**src/rtl/gsit_pkg.sv**
```systemverilog
package gsit_pkg;

    localparam int CNT_W  = 8;
    localparam int EVT_N  = 3;
    localparam int ADDR_W = 2;
    localparam int DATA_W = 8;

    localparam int CTRL_EN_BIT   = 0;
    localparam int CTRL_MASK_LSB = 1;
    localparam int STAT_BIT      = 0;

    typedef enum logic [ADDR_W-1:0] {
        W_IVAL = 2'd0,
        W_CTRL = 2'd1,
        W_STAT = 2'd2,
        W_CNT  = 2'd3
    } word_sel_e;

    typedef struct packed {
        logic [CNT_W-1:0] ival;
        logic [EVT_N-1:0] evt_mask;
        logic             enable;
    } cfg_t;

    typedef struct packed {
        logic en_rise;
        logic local_hit;
        logic evt_hit;
    } reload_src_t;

    function automatic logic ival_legal(input logic [CNT_W-1:0] v);
        return v != '0;
    endfunction

    function automatic logic any_src(input reload_src_t s);
        return s.en_rise | s.local_hit | s.evt_hit;
    endfunction

endpackage

```
**src/rtl/gsit_regs.sv**
```systemverilog
module gsit_regs
    import gsit_pkg::*;
(
    input  logic              clk,
    input  logic              rst,
    input  logic              we,
    input  logic [ADDR_W-1:0] addr,
    input  logic [DATA_W-1:0] wdata,
    input  logic              status_set,
    input  logic [CNT_W-1:0]  cnt,
    output cfg_t              cfg,
    output logic              en_rise,
    output logic              status,
    output logic [DATA_W-1:0] rdata
);

    word_sel_e sel;
    logic      wr_ival;
    logic      wr_ctrl;
    logic      wr_clr;

    always_comb begin
        sel     = word_sel_e'(addr);
        wr_ival = we && (sel == W_IVAL);
        wr_ctrl = we && (sel == W_CTRL);
        wr_clr  = we && (sel == W_STAT) && wdata[STAT_BIT];
        en_rise = wr_ctrl && wdata[CTRL_EN_BIT] && !cfg.enable;
    end

    always_ff @(posedge clk) begin
        if (rst) begin
            cfg    <= '0;
            status <= 1'b0;
        end else begin
            if (wr_ival) begin
                cfg.ival <= wdata[CNT_W-1:0];
            end
            if (wr_ctrl) begin
                cfg.enable   <= wdata[CTRL_EN_BIT];
                cfg.evt_mask <= wdata[CTRL_MASK_LSB +: EVT_N];
            end
            // an expiry outranks a clearing write in the same cycle
            if (status_set) begin
                status <= 1'b1;
            end else if (wr_clr) begin
                status <= 1'b0;
            end
        end
    end

    always_comb begin
        case (sel)
            W_IVAL:  rdata = DATA_W'(cfg.ival);
            W_CTRL:  rdata = DATA_W'({cfg.evt_mask, cfg.enable});
            W_STAT:  rdata = DATA_W'(status);
            default: rdata = DATA_W'(cnt);
        endcase
    end

endmodule

```
**src/rtl/gsit_reload.sv**
```systemverilog
module gsit_reload
    import gsit_pkg::*;
(
    input  cfg_t             cfg,
    input  logic             en_rise,
    input  logic [EVT_N-1:0] evt,
    input  logic             local_reload,
    output reload_src_t      src,
    output logic             reload
);

    logic [EVT_N-1:0] hit;

    for (genvar i = 0; i < EVT_N; i++) begin : g_evt
        assign hit[i] = evt[i] & cfg.evt_mask[i];
    end

    always_comb begin
        src.en_rise   = en_rise;
        src.local_hit = cfg.enable & local_reload;
        src.evt_hit   = cfg.enable & (|hit);
        reload        = any_src(src);
    end

endmodule

```
**src/rtl/gsit_counter.sv**
```systemverilog
module gsit_counter
    import gsit_pkg::*;
(
    input  logic             clk,
    input  logic             rst,
    input  cfg_t             cfg,
    input  logic             reload,
    input  logic             tick,
    output logic [CNT_W-1:0] cnt,
    output logic             expire,
    output logic             irq
);

    localparam logic [CNT_W-1:0] ONE = CNT_W'(1);

    logic step;

    always_comb begin
        // a reload in the same cycle swallows the tick
        step   = cfg.enable && tick && !reload && ival_legal(cfg.ival);
        expire = step && (cnt == ONE);
    end

    always_ff @(posedge clk) begin
        if (rst) begin
            cnt <= '0;
            irq <= 1'b0;
        end else begin
            irq <= expire;
            if (reload || expire) begin
                cnt <= cfg.ival;
            end else if (step && (cnt > ONE)) begin
                cnt <= cnt - ONE;
            end
        end
    end

endmodule

```
**src/rtl/gsit_top.sv**
```systemverilog
module gsit_top
    import gsit_pkg::*;
(
    input  logic              clk,
    input  logic              rst,
    input  logic              cfg_we_i,
    input  logic [ADDR_W-1:0] cfg_addr_i,
    input  logic [DATA_W-1:0] cfg_wdata_i,
    output logic [DATA_W-1:0] cfg_rdata_o,
    input  logic [EVT_N-1:0]  sys_evt_i,
    input  logic              local_reload_i,
    input  logic              tick_en_i,
    output logic              irq_o,
    output logic              status_o
);

    cfg_t             cfg;
    logic             en_rise;
    reload_src_t      src;
    logic             reload;
    logic [CNT_W-1:0] cnt_q;
    logic             expire;

    gsit_regs u_regs (
        .clk        (clk),
        .rst        (rst),
        .we         (cfg_we_i),
        .addr       (cfg_addr_i),
        .wdata      (cfg_wdata_i),
        .status_set (expire),
        .cnt        (cnt_q),
        .cfg        (cfg),
        .en_rise    (en_rise),
        .status     (status_o),
        .rdata      (cfg_rdata_o)
    );

    gsit_reload u_reload (
        .cfg          (cfg),
        .en_rise      (en_rise),
        .evt          (sys_evt_i),
        .local_reload (local_reload_i),
        .src          (src),
        .reload       (reload)
    );

    gsit_counter u_cnt (
        .clk    (clk),
        .rst    (rst),
        .cfg    (cfg),
        .reload (reload),
        .tick   (tick_en_i),
        .cnt    (cnt_q),
        .expire (expire),
        .irq    (irq_o)
    );

endmodule

```
**config.mk**
```make
export PLATFORM = sky130hd
export DESIGN_NAME = gsit_top
export DESIGN_NICKNAME = d
export VERILOG_FILES = /design/src/rtl/gsit_pkg.sv /design/src/rtl/gsit_regs.sv /design/src/rtl/gsit_reload.sv /design/src/rtl/gsit_counter.sv /design/src/rtl/gsit_top.sv
export SDC_FILE = /design/constraint.sdc
export NUM_CORES = 1
export LEC_CHECK = 0
export ABC_AREA = 0
export BUFFER_PORTS_ARGS = -buffer_cell sky130_fd_sc_hd__buf_2
export CELL_PAD_IN_SITES_DETAIL_PLACEMENT = 1
export CELL_PAD_IN_SITES_GLOBAL_PLACEMENT = 1
export CORE_MARGIN = 4
export CORE_UTILIZATION = 40
export CTS_CLUSTER_DIAMETER = 50
export DETAILED_ROUTE_END_ITERATION = 8
export PLACE_DENSITY_LB_ADDON = 0.05
export SYNTH_ARGS = -nofsm -noshare
export SYNTH_HDL_FRONTEND = slang
export SYNTH_SLANG_ARGS = --single-unit
```
**constraint.sdc**
```tcl
create_clock -name clk -period 1.75 [get_ports clk]
set_input_delay 0.35 -clock clk [delete_from_list [all_inputs] [get_ports clk]]
set_output_delay 0.35 -clock clk [all_outputs]
set_load 0.005 [all_outputs]
```
==> results by group <==
Run status
  – Status: completed

Pwr
  – P_leak: 0.646 nW
  – Max IR drop VDD: 268 uV
  – Flop pwr share: 46.8%
  – Overall power: 0.00117 W
  – Psw: between 0.0003 and 0.0004 W
  – PwrDens: 739 mW/mm2
  – Switching Fraction: 27.2%
  – Comb pwr share: between 10% and 20%
  – Cell-internal power: about 0.00085 W
  – Clock share of power: 35.2%

Finish
  – Most frequent cells in the layout: buf_2 (27), dfxtp_1 (17), nor2_1 (15), mux2i_1 (12), a21oi_1 (11)
  – Layout overhead on the synthesized area: 23.5%
  – Fillers: 369
  – Nets: 186
  – Layout cell share with drive strength beyond 1: 40.0%
  – Multi-input gate area: a little over 800 um2
  – Most common cell after layout, fill and taps aside: buf_2
  – Finished Layout Cells: 209
  – Antenna diodes: 0
  – Sequential Area: about 450 um2
  – Fin util: 51.7%

Logic synthesis
  – Count of cell types in the netlist: 37
  – Post-Syn Instances: 132
  – Mapped Nets: around 150
  – Syn avg cell area: between 9 and 10 um2
  – Syn. warnings: 0
  – Synth Register Bits: 22
  – Synthesized area: 0.00128 mm2
  – Sequential area share after synthesis: 34.5%

Routing
  – Post-DR vias/cell: 5.39
  – Starting DRT DRC Count: 47
  – Initial DRT Pass Iterations: 4
  – Final ANT Viol Nets: 0
  – WL per Instance: between 15 and 20 um
  – Via Count: ~1,100
  – Routed Wire Length: about 3.5 mm
  – Drt drc: 0

Floorplan
  – Starting Density: between 40% and 50%
  – Die area: 0.00416 mm2
  – Die Y: about 65 um
  – # rows: 20
  – Die width: 64.5 um
  – Core area: 0.00305 mm2
  – IO Count: 28

Critical path
  – Critical Path RT: around 1.4 ns
  – Critical Path Source Type: register
  – CP Cell Sequence: mux2_2, a22o_1, buf_2
  – Crit path max fanout: 4
  – Slowest CP cell: dfxtp_1
  – CP Capture Type: output pin
  – Worst Path Class, Setup: reg2out
  – Crit path DAT: 1.34 ns
  – Max stage delay on crit path: 0.40 ns
  – Buffers & Inverters on Critical Path: 1
  – Top delay family on crit path: flip-flops

GRT
  – Vias in the first global route: ~1,200
  – Grt ovf: 0
  – First-pass GRT wire length: 5.79 mm
  – Initial antenna violation count: 0
  – Gr usage total: 17.8%
  – Largest net degree at the start of global routing: 23

STA
  – Setup_tns: 0 ns
  – Worst slew margin: between 60% and 70%
  – Fin. Hold Viols: 0
  – Fin crit period: 1.69 ns
  – Skew final: about 0.011 ns
  – Max Transition Viols Final: 0
  – Final Cycle Share: 96.4%
  – RSZ-0062 raised after global routing: no
  – Worst Max-Slew Pin Slew: between 0.4 and 0.5 ns
  – Fmax: 593 MHz
  – Final setup viols: 0

Place
  – Final Wtd Congestion: 0.826
  – Dpl cells: approximately 210
  – Post-DP HPWL: 2.73 mm
  – IO buf count: 27

Clock tree
  – H-tree depth: 1
  – Clk Latency, worst-skew pair: 0.33 ns
  – Clock sink total: 22
  – Clk root buf: clkbuf_4
  – CTS tree: done
  – Total CTS buffers: 3
  – CTS max path bufs: 2
  – Clock slew at reported path FFs: about 0.14 ns
  – Hold_buf cts: 0

Flow run
  – Max-Cap Viols: 0

Worst hold path
  – Hold Path Class: in2reg
==> flip-flops by register name, indices dropped and copies added, names as in the netlist <==
signal,flops
u_regs.status,1
u_cnt.cnt,8
u_regs.cfg,12
u_cnt.irq,1
==> area by class of cell <==
cell class / instances / share of cell area [%]
multi-input combinational: 101 / 51.5
tap: 44 / 3.49
inverter: 2 / 0.476
timing repair buffer: 36 / 12.8
sequential: 22 / 28.3
clock inverter: 1 / 1.90
clock buffer: 3 / 1.43
==> worst paths after layout <==
kind,start,endpoint,slack [ns],cells past startpoint
max reg2reg,u_cnt.cnt[0],u_cnt.cnt[6],0.10,6
max,u_cnt.cnt[3],cfg_rdata_o[3],0.06,3
min reg2reg,u_regs.status,u_regs.status,0.49,2
min,cfg_wdata_i[7],u_regs.cfg[11],0.24,3
==> power by group through the flow <==
stage | Clock (W) | Sequential (W) | Combinational (W)
4_1_cts | 0.000414 | 0.000542 | 0.000210
2_1_floorplan | 0 | 0.000550 | 0.000133
3_3_place_gp | 0 | 0.000552 | 0.000195
6_report | 0.000411 | 0.000546 | 0.000209
5_1_grt | 0.000440 | 0.000549 | 0.000232
3_5_place_dp | 0 | 0.000553 | 0.000202
==> cell usage after synthesis (all sizes together) <==
cell    number  area [um2]
buf          5        33.8
nand2        5        18.8
xnor2        1        8.76
a211oi       7        87.6
o21a         1        7.51
and2         3        18.8
nand3        3        20.0
o21ai        3        15.0
nand3b       1        7.51
a22o         8        70.1
clkbuf       2        7.51
o211ai       1        12.5
nor2b        1        6.26
and3         2        13.8
nor4         3        31.3
nor2        17        73.8
a21oi       12        63.8
xor2         5        43.8
mux4         1        22.5
a21o         1        7.51
dfxtp       22         440
ha           2        25.0
mux2i       12         120
inv          2        7.51
nand4b       4        35.0
nor3         2        26.3
mux2         3        33.8
nand4        3        18.8
==> routing by layer <==
| metal | vias up | wire length (um) | GRT usage [%] | share of wire [%] |
|---|---|---|---|---|
| met5 | - | 0 | 0 | 0 |
| met4 | 0 | 36 | 4.49 | 1.0 |
| met3 | 5 | 106 | 2.77 | 3.0 |
| met2 | 20 | 1720 | 28.5 | 49 |
| met1 | 547 | 1670 | 25.0 | 47 |
| li1 | 555 | - | - | - |
==> repair_timing <==
item,4_1_cts,5_1_grt
pin swaps,0,1
gates resized for setup,2,6
setup endpoints to repair,3,10
endpoints found under the hold margin,0,0
setup buffers,0,0
==> through the flow <==
stage                     cell area, um2  hold WS, ns  worst slack, ns
final                               1580        0.243           0.0638
after global routing                1580        0.247           0.0112
after CTS                           1580        0.253          0.00297
after detailed placement            1520        0.469          -0.0220
after global placement              1520        0.456           0.0728
after floorplan                     1280        0.415            0.227
==> cells by family after synthesis <==
logic type      Yosys count  share of synthesized area, %
simple gates             44                          21.2
compound gates           33                          20.7
flops                    22                          34.5
mux                      16                          13.8
buf+inv                   9                          3.82
xor+xnor                  6                          4.11
fa+ha+maj                 2                          1.96
==> worst register-to-register path: stages (launching register included) <==
cell	delay (ns)
dfxtp_2	0.39
inv_1	0.08
ha_1	0.26
o211ai_4	0.30
nand4_1	0.17
xor2_1	0.18
a211oi_2	0.22
No activity file was read; power rests on OpenSTA's default activity.
